**src/rtl/i2c_rp_pkg.sv**
```systemverilog
package i2c_rp_pkg;

    localparam int BYTE_W = 8;
    localparam logic [4:0] ADDR_HI = 5'b11011;

    typedef enum logic [3:0] {
        ST_IDLE,
        ST_ADDR,
        ST_ADDR_ACK,
        ST_PTR,
        ST_PTR_ACK,
        ST_WR,
        ST_WR_ACK,
        ST_RD,
        ST_RD_ACK
    } eng_state_e;

    typedef struct packed {
        logic start;
        logic stop;
        logic scl_rise;
        logic scl_fall;
    } bus_ev_t;

    // Strap classification from what was observed since reset.
    function automatic logic [1:0] strap_code(input logic seen_lo,
                                              input logic seen_hi,
                                              input logic off_scl,
                                              input logic off_sda);
        logic [1:0] c;
        if (!seen_hi)      c = 2'b00;
        else if (!seen_lo) c = 2'b11;
        else if (!off_scl) c = 2'b01;
        else if (!off_sda) c = 2'b10;
        else               c = 2'b00;
        return c;
    endfunction

    function automatic logic addr_hit(input logic [6:0] a, input logic [1:0] strap);
        return a == {ADDR_HI, strap};
    endfunction

endpackage

```
**src/rtl/i2c_rp_sync.sv**
```systemverilog
module i2c_rp_sync #(
    parameter int N      = 3,
    parameter int STAGES = 2
) (
    input  logic         clk,
    input  logic         rst,
    input  logic [N-1:0] raw,
    output logic [N-1:0] now,
    output logic [N-1:0] prev
);
    localparam int DEPTH = STAGES + 1;

    for (genvar i = 0; i < N; i++) begin : g_bit
        logic [DEPTH-1:0] chain;
        always_ff @(posedge clk) begin
            if (rst) chain <= '1;
            else     chain <= {chain[DEPTH-2:0], raw[i]};
        end
        assign now[i]  = chain[DEPTH-2];
        assign prev[i] = chain[DEPTH-1];
    end
endmodule

```
**src/rtl/i2c_rp_strap.sv**
```systemverilog
module i2c_rp_strap #(
    parameter int SETTLE = 4
) (
    input  logic       clk,
    input  logic       rst,
    input  logic       scl_s,
    input  logic       sda_s,
    input  logic       strap_s,
    output logic [1:0] code
);
    import i2c_rp_pkg::*;

    localparam int CW = $clog2(SETTLE + 1);

    logic [CW-1:0] settle_cnt;
    logic          live;
    logic          seen_lo, seen_hi, off_scl, off_sda;

    assign live = (settle_cnt == CW'(SETTLE));

    always_ff @(posedge clk) begin
        if (rst) begin
            settle_cnt <= '0;
            seen_lo    <= 1'b0;
            seen_hi    <= 1'b0;
            off_scl    <= 1'b0;
            off_sda    <= 1'b0;
        end else if (!live) begin
            settle_cnt <= settle_cnt + 1'b1;
        end else begin
            if (!strap_s)        seen_lo <= 1'b1;
            if (strap_s)         seen_hi <= 1'b1;
            if (strap_s != scl_s) off_scl <= 1'b1;
            if (strap_s != sda_s) off_sda <= 1'b1;
        end
    end

    assign code = strap_code(seen_lo, seen_hi, off_scl, off_sda);
endmodule

```
**src/rtl/i2c_rp_engine.sv**
```systemverilog
module i2c_rp_engine #(
    parameter int DW = i2c_rp_pkg::BYTE_W
) (
    input  logic                 clk,
    input  logic                 rst,
    input  i2c_rp_pkg::bus_ev_t  ev,
    input  logic                 sda_s,
    input  logic [1:0]           strap,
    input  logic [DW-1:0]        rd_data,
    output logic                 sda_oe,
    output logic [DW-1:0]        ptr,
    output logic [DW-1:0]        wdata,
    output logic                 we
);
    import i2c_rp_pkg::*;

    localparam int CW = $clog2(DW + 1);
    localparam logic [CW-1:0] LAST = CW'(DW);

    eng_state_e    st;
    logic [CW-1:0] cnt;
    logic [DW-1:0] sh;
    logic          rw;
    logic          mack;
    logic          rx_state;

    assign rx_state = (st == ST_ADDR) || (st == ST_PTR) || (st == ST_WR);

    always_ff @(posedge clk) begin
        if (rst) begin
            st     <= ST_IDLE;
            cnt    <= '0;
            sh     <= '0;
            ptr    <= '0;
            wdata  <= '0;
            we     <= 1'b0;
            sda_oe <= 1'b0;
            rw     <= 1'b0;
            mack   <= 1'b0;
        end else begin
            we <= 1'b0;
            if (ev.start) begin
                st     <= ST_ADDR;
                cnt    <= '0;
                sda_oe <= 1'b0;
            end else if (ev.stop) begin
                st     <= ST_IDLE;
                sda_oe <= 1'b0;
            end else if (rx_state) begin
                if (ev.scl_rise) begin
                    sh  <= {sh[DW-2:0], sda_s};
                    cnt <= cnt + 1'b1;
                end else if (ev.scl_fall && cnt == LAST) begin
                    cnt <= '0;
                    if (st == ST_ADDR) begin
                        if (addr_hit(sh[DW-1:1], strap)) begin
                            sda_oe <= 1'b1;
                            rw     <= sh[0];
                            st     <= ST_ADDR_ACK;
                        end else begin
                            st <= ST_IDLE;
                        end
                    end else if (st == ST_PTR) begin
                        ptr    <= sh;
                        sda_oe <= 1'b1;
                        st     <= ST_PTR_ACK;
                    end else begin
                        wdata  <= sh;
                        we     <= 1'b1;
                        sda_oe <= 1'b1;
                        st     <= ST_WR_ACK;
                    end
                end
            end else begin
                unique case (st)
                    ST_ADDR_ACK: if (ev.scl_fall) begin
                        cnt <= '0;
                        if (rw) begin
                            sh     <= rd_data;
                            sda_oe <= ~rd_data[DW-1];
                            st     <= ST_RD;
                        end else begin
                            sda_oe <= 1'b0;
                            st     <= ST_PTR;
                        end
                    end
                    ST_PTR_ACK: if (ev.scl_fall) begin
                        sda_oe <= 1'b0;
                        st     <= ST_WR;
                    end
                    ST_WR_ACK: if (ev.scl_fall) begin
                        sda_oe <= 1'b0;
                        ptr    <= ptr + 1'b1;
                        st     <= ST_WR;
                    end
                    ST_RD: begin
                        if (ev.scl_rise) begin
                            cnt <= cnt + 1'b1;
                        end else if (ev.scl_fall) begin
                            if (cnt == LAST) begin
                                cnt    <= '0;
                                sda_oe <= 1'b0;
                                st     <= ST_RD_ACK;
                            end else begin
                                sh     <= {sh[DW-2:0], 1'b0};
                                sda_oe <= ~sh[DW-2];
                            end
                        end
                    end
                    ST_RD_ACK: begin
                        if (ev.scl_rise) begin
                            mack <= ~sda_s;
                            if (!sda_s) ptr <= ptr + 1'b1;
                        end else if (ev.scl_fall) begin
                            if (mack) begin
                                sh     <= rd_data;
                                sda_oe <= ~rd_data[DW-1];
                                cnt    <= '0;
                                st     <= ST_RD;
                            end else begin
                                st <= ST_IDLE;
                            end
                        end
                    end
                    default: ;
                endcase
            end
        end
    end
endmodule

```
**src/rtl/i2c_regport.sv**
```systemverilog
module i2c_regport (
    input  logic       clk,
    input  logic       rst,
    input  logic       scl_i,
    input  logic       sda_i,
    input  logic       strap_i,
    output logic       sda_oe,
    output logic [7:0] reg_addr,
    output logic [7:0] reg_wdata,
    output logic       reg_we,
    input  logic [7:0] reg_rdata
);
    import i2c_rp_pkg::*;

    localparam int NPIN = 3;
    localparam int P_SCL = 0;
    localparam int P_SDA = 1;
    localparam int P_STRAP = 2;

    logic [NPIN-1:0] pin_now, pin_prev;
    bus_ev_t         ev;
    logic            start_det, stop_det;
    logic [1:0]      strap_code_w;

    i2c_rp_sync #(.N(NPIN), .STAGES(2)) u_sync (
        .clk  (clk),
        .rst  (rst),
        .raw  ({strap_i, sda_i, scl_i}),
        .now  (pin_now),
        .prev (pin_prev)
    );

    always_comb begin
        ev.scl_rise = pin_now[P_SCL] & ~pin_prev[P_SCL];
        ev.scl_fall = ~pin_now[P_SCL] & pin_prev[P_SCL];
        ev.start    = pin_now[P_SCL] & pin_prev[P_SCL] & ~pin_now[P_SDA] & pin_prev[P_SDA];
        ev.stop     = pin_now[P_SCL] & pin_prev[P_SCL] & pin_now[P_SDA] & ~pin_prev[P_SDA];
    end

    assign start_det = ev.start;
    assign stop_det  = ev.stop;

    i2c_rp_strap #(.SETTLE(4)) u_strap (
        .clk     (clk),
        .rst     (rst),
        .scl_s   (pin_now[P_SCL]),
        .sda_s   (pin_now[P_SDA]),
        .strap_s (pin_now[P_STRAP]),
        .code    (strap_code_w)
    );

    i2c_rp_engine #(.DW(BYTE_W)) u_engine (
        .clk     (clk),
        .rst     (rst),
        .ev      (ev),
        .sda_s   (pin_now[P_SDA]),
        .strap   (strap_code_w),
        .rd_data (reg_rdata),
        .sda_oe  (sda_oe),
        .ptr     (reg_addr),
        .wdata   (reg_wdata),
        .we      (reg_we)
    );
endmodule

```
**config.mk**
```make
export PLATFORM = sky130hd
export DESIGN_NAME = i2c_regport
export DESIGN_NICKNAME = d
export VERILOG_FILES = /design/src/rtl/i2c_rp_pkg.sv /design/src/rtl/i2c_rp_sync.sv /design/src/rtl/i2c_rp_strap.sv /design/src/rtl/i2c_rp_engine.sv /design/src/rtl/i2c_regport.sv
export SDC_FILE = /design/constraint.sdc
export NUM_CORES = 1
export LEC_CHECK = 0
export ABC_AREA = 1
export CAP_MARGIN = 40
export CELL_PAD_IN_SITES_DETAIL_PLACEMENT = 0
export CELL_PAD_IN_SITES_GLOBAL_PLACEMENT = 1
export CORE_UTILIZATION = 38
export CTS_CLUSTER_SIZE = 40
export DETAILED_ROUTE_END_ITERATION = 7
export DONT_BUFFER_PORTS = 1
export MAX_ROUTING_LAYER = met4
export PLACE_DENSITY = 0.78
export SYNTH_ARGS = -nofsm -noshare
export SYNTH_HDL_FRONTEND = slang
export SYNTH_SLANG_ARGS = --single-unit
```
**constraint.sdc**
```tcl
create_clock -name clk -period 2.8 [get_ports clk]
set_clock_uncertainty 0.2 [all_clocks]
set_input_delay 0.56 -clock clk [delete_from_list [all_inputs] [get_ports clk]]
set_output_delay 0.56 -clock clk [all_outputs]
set_load 0.03 [all_outputs]
```
==> results.yml, run 1 <==
run_status:
  outcome: "completed"
timing:
  timing.setup.tns_ps: 0
  setup-violations-final: 0
  finalMaxSlewViolations: 0
  max_slew.worst_pin.slew_ps: 642.9
  finalHoldViolCount: 0
  relSlewSlack_pct: 57.09
  maxClockFrequency_ghz: 0.4658
  finalCriticalPeriod_ps: 2147
  period_share_pct: 76.68
  rsz0062_at_grt: "no"
synth:
  combinational_family_with_the_most_area_after_synthesis: "simple AND/OR/NAND/NOR gates"
  synth-edff-count: 0
  synthMostInstantiatedCell: "nand2_1"
  synth_top_cells_by_area: "dfxtp_1 (35%), nand2_1 (13%), nand3_1 (7.9%)"
  post_synth_xor_area_fraction_pct: 0.6022
  synth_async_sr_flop_share_pct: 0
  ys_types: 38
  synth_compound_gate_area_share_pct: 15.23
  post_synthesis_instance_area_sq_um: 2909
  synth.area.mux_share_pct: 0
  yosys.area_share.simple_pct: 36.26
  synthesis.nets: 446
  netlist_instances: 425
  post_synth_top_area_cell: "dfxtp_1"
  synth_commonest_cells: "nand2_1 (97), dfxtp_1 (51), inv_1 (47)"
  yosys.area_share.adder_pct: 3.441
  synth_sequential_area_ratio_pct: 35.10
  synth_top_cell_area_share_pct: 35.10
  ys.flop_type: "dfxtp_1"
  post_synth.cell_area_avg_sq_um: 6.845
  ys.warnings.count: 0
  ys_seq_elements: 51
route:
  antenna_violating_nets_post_route: 0
  drc: 0
  dr.first_iter.drc_count: 167
  viasPerCell: 5.071
  dr_vias: 2647
  drt_pass1_iterations: 4
  totalWireLength_um: 7305
  routedWlPerCell_um: 13.99
place:
  place.detailed.hpwl_um: 5406
  number_of_buffer_cells_added_on_primary_ports: 0
  post-place-cells: 515
  gp_congestion: 0.8817
die:
  die_ar_sq_um: 8009
  core_region_area_sq_um: 7331
  top_level_ports: 31
  die_h_um: 89.50
  placementRows: 31
  initial_core_util_pct: 39.68
  die_x_um: 89.50
global_routing:
  gr-total-overflow: 0
  first_global_vias: 2412
  total_global_route_track_usage_pct: 20.22
  grt_max_degree: 29
  grt_first_pass_wirelength_um: 11860
  antenna_violations_before_repair: 0
cts:
  cts_repair_resize_count: 0
  cts_buffer_depth: 2
  numClockSinks: 51
  clkSlewWorstSetupHoldPaths_ps: 90
  worstSkewPairLatency_ps: 310
  clock_tree.htree_level_count: 2
  cts_made_buffers: 5
  clock_tree.root_cell: "clkbuf_8"
  postCtsHoldBufs: 0
  cts_post_setup_buffers_inserted: 0
  tritoncts_clock_tree: "done"
hold_path:
  worstHoldPathType: "input pin to register"
critical_path:
  top_family_by_delay_on_critical_path: "simple AND/OR/NAND/NOR gates"
  crit_buf_inv: 2
  cp_data_required_time_ps: 2810
  crit_path_launch_type: "register"
  worst_ep_arrival_time_ps: 2160
  critPathMaxFanout: 10
  critPathMaxStageDelay_ps: 370
  critPathKind: "register to register"
  endpoint_kind: "register"
  cp_cell_sequence: "inv_1 > ha_1 > inv_2 > nand2_1 > o21ai_2 > and3_1 > nand2_4 > nor3_1 > nor2_1"
  cpMaxStageDelayCell: "dfxtp_1"
layout:
  layout-drive-gt1-share_pct: 11.82
  finalNonFillerCells: 522
  insertedDiodeCount: 0
  number_of_nets_in_the_finished_design: 444
  layout_overhead_on_the_synthesized_area_pct: 6.236
power:
  power.density_cell_area_nw_per_um2: 802.4
  vdd_drop_max_uv: 317.1
  p_leak_uw: 0.001306
job:
  maxCapViolations: 0
-- report_power, final --
part | switching [uW] | internal (uW) | leakage, uW | total, uW
Clock | 244 | 261 | 0.0000502 | 505
Sequential | 179 | 836 | 0.000415 | 1020
Combinational | 642 | 316 | 0.000841 | 959
-- cells in the final DEF (no fill, tap or decap), drive strengths merged --
cell type | Yosys | routed
nand3 | 47 | 47
o211ai | 2 | 2
nor3b | 1 | 1
xnor2 | 1 | 1
inv | 55 | 55
o21bai | 1 | 1
xor2 | 1 | 1
o21ai | 30 | 30
clkinvlp | 0 | 1
o21a | 1 | 1
o31ai | 2 | 2
o22ai | 1 | 1
nor3 | 7 | 7
nand4 | 6 | 6
dfxtp | 51 | 51
nor2 | 41 | 41
ha | 8 | 8
or2 | 7 | 7
clkbuf | 4 | 5
buf | 7 | 2
bufinv | 0 | 1
a21oi | 42 | 42
nand2 | 108 | 108
and3 | 1 | 1
nand3b | 1 | 1
-- final cells by class --
class	instances	area, sq um
Sequential cell	51	1021
Clock buffer	5	68.82
Tap cell	99	123.9
Fill cell	796	4240
Multi-Input combinational cell	308	1615
Timing Repair Buffer	2	15.01
Clock inverter	2	37.54
Inverter	55	209.0
-- routing by layer --
| metal | part of all wire, % | track usage (%) | up-vias | wire length, um |
|---|---|---|---|---|
| li1 | - | - | 1382 | - |
| met4 | 0.56 | 4.762 | 0 | 41 |
| met1 | 49 | 27.98 | 1198 | 3574 |
| met3 | 6.0 | 3.324 | 2 | 441 |
| met2 | 44 | 30.74 | 65 | 3248 |
| met5 | 0 | - | - | 0 |
-- state kept, by name, indices dropped and copies added, names as in the netlist --
name / cells
u_strap.off_scl: 1
u_sync.g_bit.chain: 8
u_engine.rw: 1
u_strap.seen_hi: 1
u_engine.ptr: 8
u_strap.off_sda: 1
u_engine.st: 4
u_engine.we: 1
u_engine.sh: 8
u_strap.settle_cnt: 3
u_strap.seen_lo: 1
u_engine.sda_oe: 1
u_engine.mack: 1
u_engine.wdata: 8
u_engine.cnt: 4
-- metrics by stage --
stage | total power [uW] | area, sq um | util [%] | worst slack (ps) | hold slack (ps)
after floorplan | 1792 | 2909 | - | 954.7 | 189.5
after global placement | 1987 | 2984 | 40.71 | 711.8 | 194.5
after detailed placement | 1995 | 2984 | 40.71 | 655.5 | 198.0
after CTS | 2507 | 3090 | 42.16 | 642.0 | 106.0
after global routing | 2678 | 3090 | 42.16 | 479.5 | 100.9
final | 2480 | 3090 | 42.16 | 653.1 | 114.2
-- cells by family (layout without fill, tap and decap cells) --
group                      count (synthesis)  after routing
adders and majority gates                  8              8
and+or+nand+nor                          219            219
xor gates and xnor gates                   2              2
AOI/OAI and AO/OA                         79             79
buffers and inverters                     66             64
DFF                                       51             51
-- path summary, 6_finish.rpt --
check	from	end	slack [ps]	cells after the start
setup / recovery	u_sync.g_bit[0].chain[2]	u_engine.ptr[4]	650	9
hold / removal	rst	u_engine.ptr[5]	110	1
setup reg to reg	u_sync.g_bit[0].chain[2]	u_engine.ptr[4]	650	9
hold reg to reg	u_sync.g_bit[0].chain[0]	u_sync.g_bit[0].chain[1]	220	1
Power figures use the tool's default switching activity.
==> run 2: changes to the inputs <==
--- a/config.mk
+++ b/config.mk
@@ -14,7 +14,7 @@
 export DETAILED_ROUTE_END_ITERATION = 7
 export DONT_BUFFER_PORTS = 1
 export MAX_ROUTING_LAYER = met4
-export PLACE_DENSITY = 0.78
+export PLACE_DENSITY = 0.81
 export SYNTH_ARGS = -nofsm -noshare
 export SYNTH_HDL_FRONTEND = slang
 export SYNTH_SLANG_ARGS = --single-unit
==> constraint.sdc (replaced) <==
create_clock -name clk -period 1.9 [get_ports clk]
set_clock_uncertainty 0.2 [all_clocks]
set_input_delay 0.38 -clock clk [delete_from_list [all_inputs] [get_ports clk]]
set_output_delay 0.38 -clock clk [all_outputs]
set_load 0.03 [all_outputs]
==> results.yml, run 2 (synthesis results as in run 1) <==
die:
  core_region_area_sq_um: 7331
  placementRows: 31
  die_ar_sq_um: 8009
  top_level_ports: 31
  initial_core_util_pct: 39.68
  die_h_um: 89.50
  die_x_um: 89.50
timing:
  relSlewSlack_pct: 74.88
  maxClockFrequency_ghz: 0.5479
  finalHoldViolCount: 18
  hold-worst-slack_ps: -59.01
  max_slew.worst_pin.slew_ps: 376.3
  period_share_pct: 96.06
  finalMaxSlewViolations: 0
  setup-violations-final: 0
  finalCriticalPeriod_ps: 1825
power:
  vdd_drop_max_uv: 446.8
  p_leak_uw: 0.001542
  power.density_cell_area_nw_per_um2: 1117
place:
  post-place-cells: 543
  number_of_buffer_cells_added_on_primary_ports: 0
  dpl-instance-area_sq_um: 3194
  gp_congestion: 0.8617
  place.detailed.hpwl_um: 5498
critical_path:
  crit_buf_inv: 3
  endpoint_kind: "register"
  cp_cell_sequence: "inv_1 > ha_1 > inv_2 > buf_6 > nand2_1 > nand2_1 > o211ai_4 > nor2_8 > nand2_4 > nand2_1 > a21oi_1"
  worst_ep_arrival_time_ps: 1830
  critPathKind: "register to register"
  timing.critical_path.mode_cell: "nand2_1"
  top_family_by_delay_on_critical_path: "simple AND/OR/NAND/NOR gates"
  cpMaxStageDelayCell: "dfxtp_4"
  crit_path_launch_type: "register"
  cp_data_required_time_ps: 1900
  critPathMaxStageDelay_ps: 360
  critPathMaxFanout: 8
route:
  dr_vias: 2851
  dr.first_iter.drc_count: 205
  drt_pass1_iterations: 5
  antenna_violating_nets_post_route: 0
  drc: 0
  totalWireLength_um: 7476
  viasPerCell: 5.011
  routedWlPerCell_um: 13.14
global_routing:
  grt_first_pass_wirelength_um: 12020
  grt_max_degree: 29
  antenna_violations_before_repair: 0
  total_global_route_track_usage_pct: 20.12
  gr-total-overflow: 0
  first_global_vias: 2533
layout:
  finalNonFillerCells: 569
  final_cell_mix: "nand2_1 (95), inv_1 (46), dfxtp_1 (46), nand3_1 (43), a21oi_1 (39)"
  finish.instance_area_sq_um: 3595
  final_layout_fill_cell_count: 746
  number_of_nets_in_the_finished_design: 490
  layout_commonest_cell: "nand2_1"
  insertedDiodeCount: 0
  layout_overhead_on_the_synthesized_area_pct: 23.57
  layout-drive-gt1-share_pct: 22.98
job:
  maxCapViolations: 0
cts:
  clock_tree.htree_level_count: 2
  cts_made_buffers: 5
  numClockSinks: 51
  tritoncts_clock_tree: "done"
  postCtsHoldBufs: 10
  cts_buffer_depth: 2
  clock_tree.root_cell: "clkbuf_8"
  clkSlewWorstSetupHoldPaths_ps: 90
  worstSkewPairLatency_ps: 300
hold_path:
  worstHoldPathType: "input pin to register"
run_status:
  outcome: "complete, but fails checks"
  failing_checks: "negative hold slack"
[run 2: cell types whose count changed in the layout (fill, tap and decap cells not counted), moves of 4 or more]
cell | previous run | this run
nor2_2 | 4 | 8
nor2_1 | 33 | 27
buf_4 | 2 | 34
dlygate4sd3_1 | 0 | 10
dfxtp_1 | 51 | 46
[run 2: area by class of cell]
type	instances	area, sq um	share of cell area (%)
Clock buffer	7	96.34	2.680
Clock inverter	1	7.507	0.2088
Inverter	55	209.0	5.813
Multi-Input combinational cell	309	1719	47.82
Sequential cell	51	1032	28.72
Tap cell	99	123.9	3.446
Timing Repair Buffer	47	406.6	11.31
[run 2: per-stage QoR]
stage | TNS (ps) | utilization [%] | setup slack, ps | total power [uW]
final | 0 | 49.04 | 74.84 | 4017
after global routing | -85.98 | 49.04 | -20.89 | 4310
after CTS | -3.356 | 46.71 | -3.356 | 3813
after detailed placement | -65.31 | 43.57 | -38.01 | 3034
after global placement | 0 | 43.57 | 22.18 | 3013
after floorplan | 0 | - | 54.73 | 2641
[run 2: what timing repair did]
action | in CTS | in global routing
pin swaps | 0 | 5
gates cloned | 0 | 1
setup endpoints to repair | 9 | 32
gates resized for setup | 3 | 28
hold endpoints to repair | 25 | 18
setup buffers | 1 | 6
[run 2: path summary, 6_finish.rpt]
kind / slack [ps] / depth (start not counted) / from / to
setup / recovery: 70 / 11 / u_sync.g_bit[0].chain[2] / u_engine.sh[0]
hold / removal: -60 / 1 / rst / u_strap.off_sda
setup reg to reg: 70 / 11 / u_sync.g_bit[0].chain[2] / u_engine.sh[0]
hold reg to reg: 290 / 2 / u_engine.sh[6] / u_engine.sh[6]
[run 2: per-layer routing]
| metal | vias up | global-route usage [%] | wire (um) |
|---|---|---|---|
| met1 | 1305 | 28.61 | 3772 |
| met5 | - | - | 0 |
| met3 | 5 | 3.139 | 298 |
| met2 | 64 | 29.91 | 3350 |
| met4 | 0 | 4.329 | 54 |
| li1 | 1477 | - | - |
[run 2: where the power goes]
group	switching [uW]	total [uW]	internal [uW]
logic	1150	1900	754
registers	190	1430	1240
clock network	358	690	332
total	1690	4020	2320
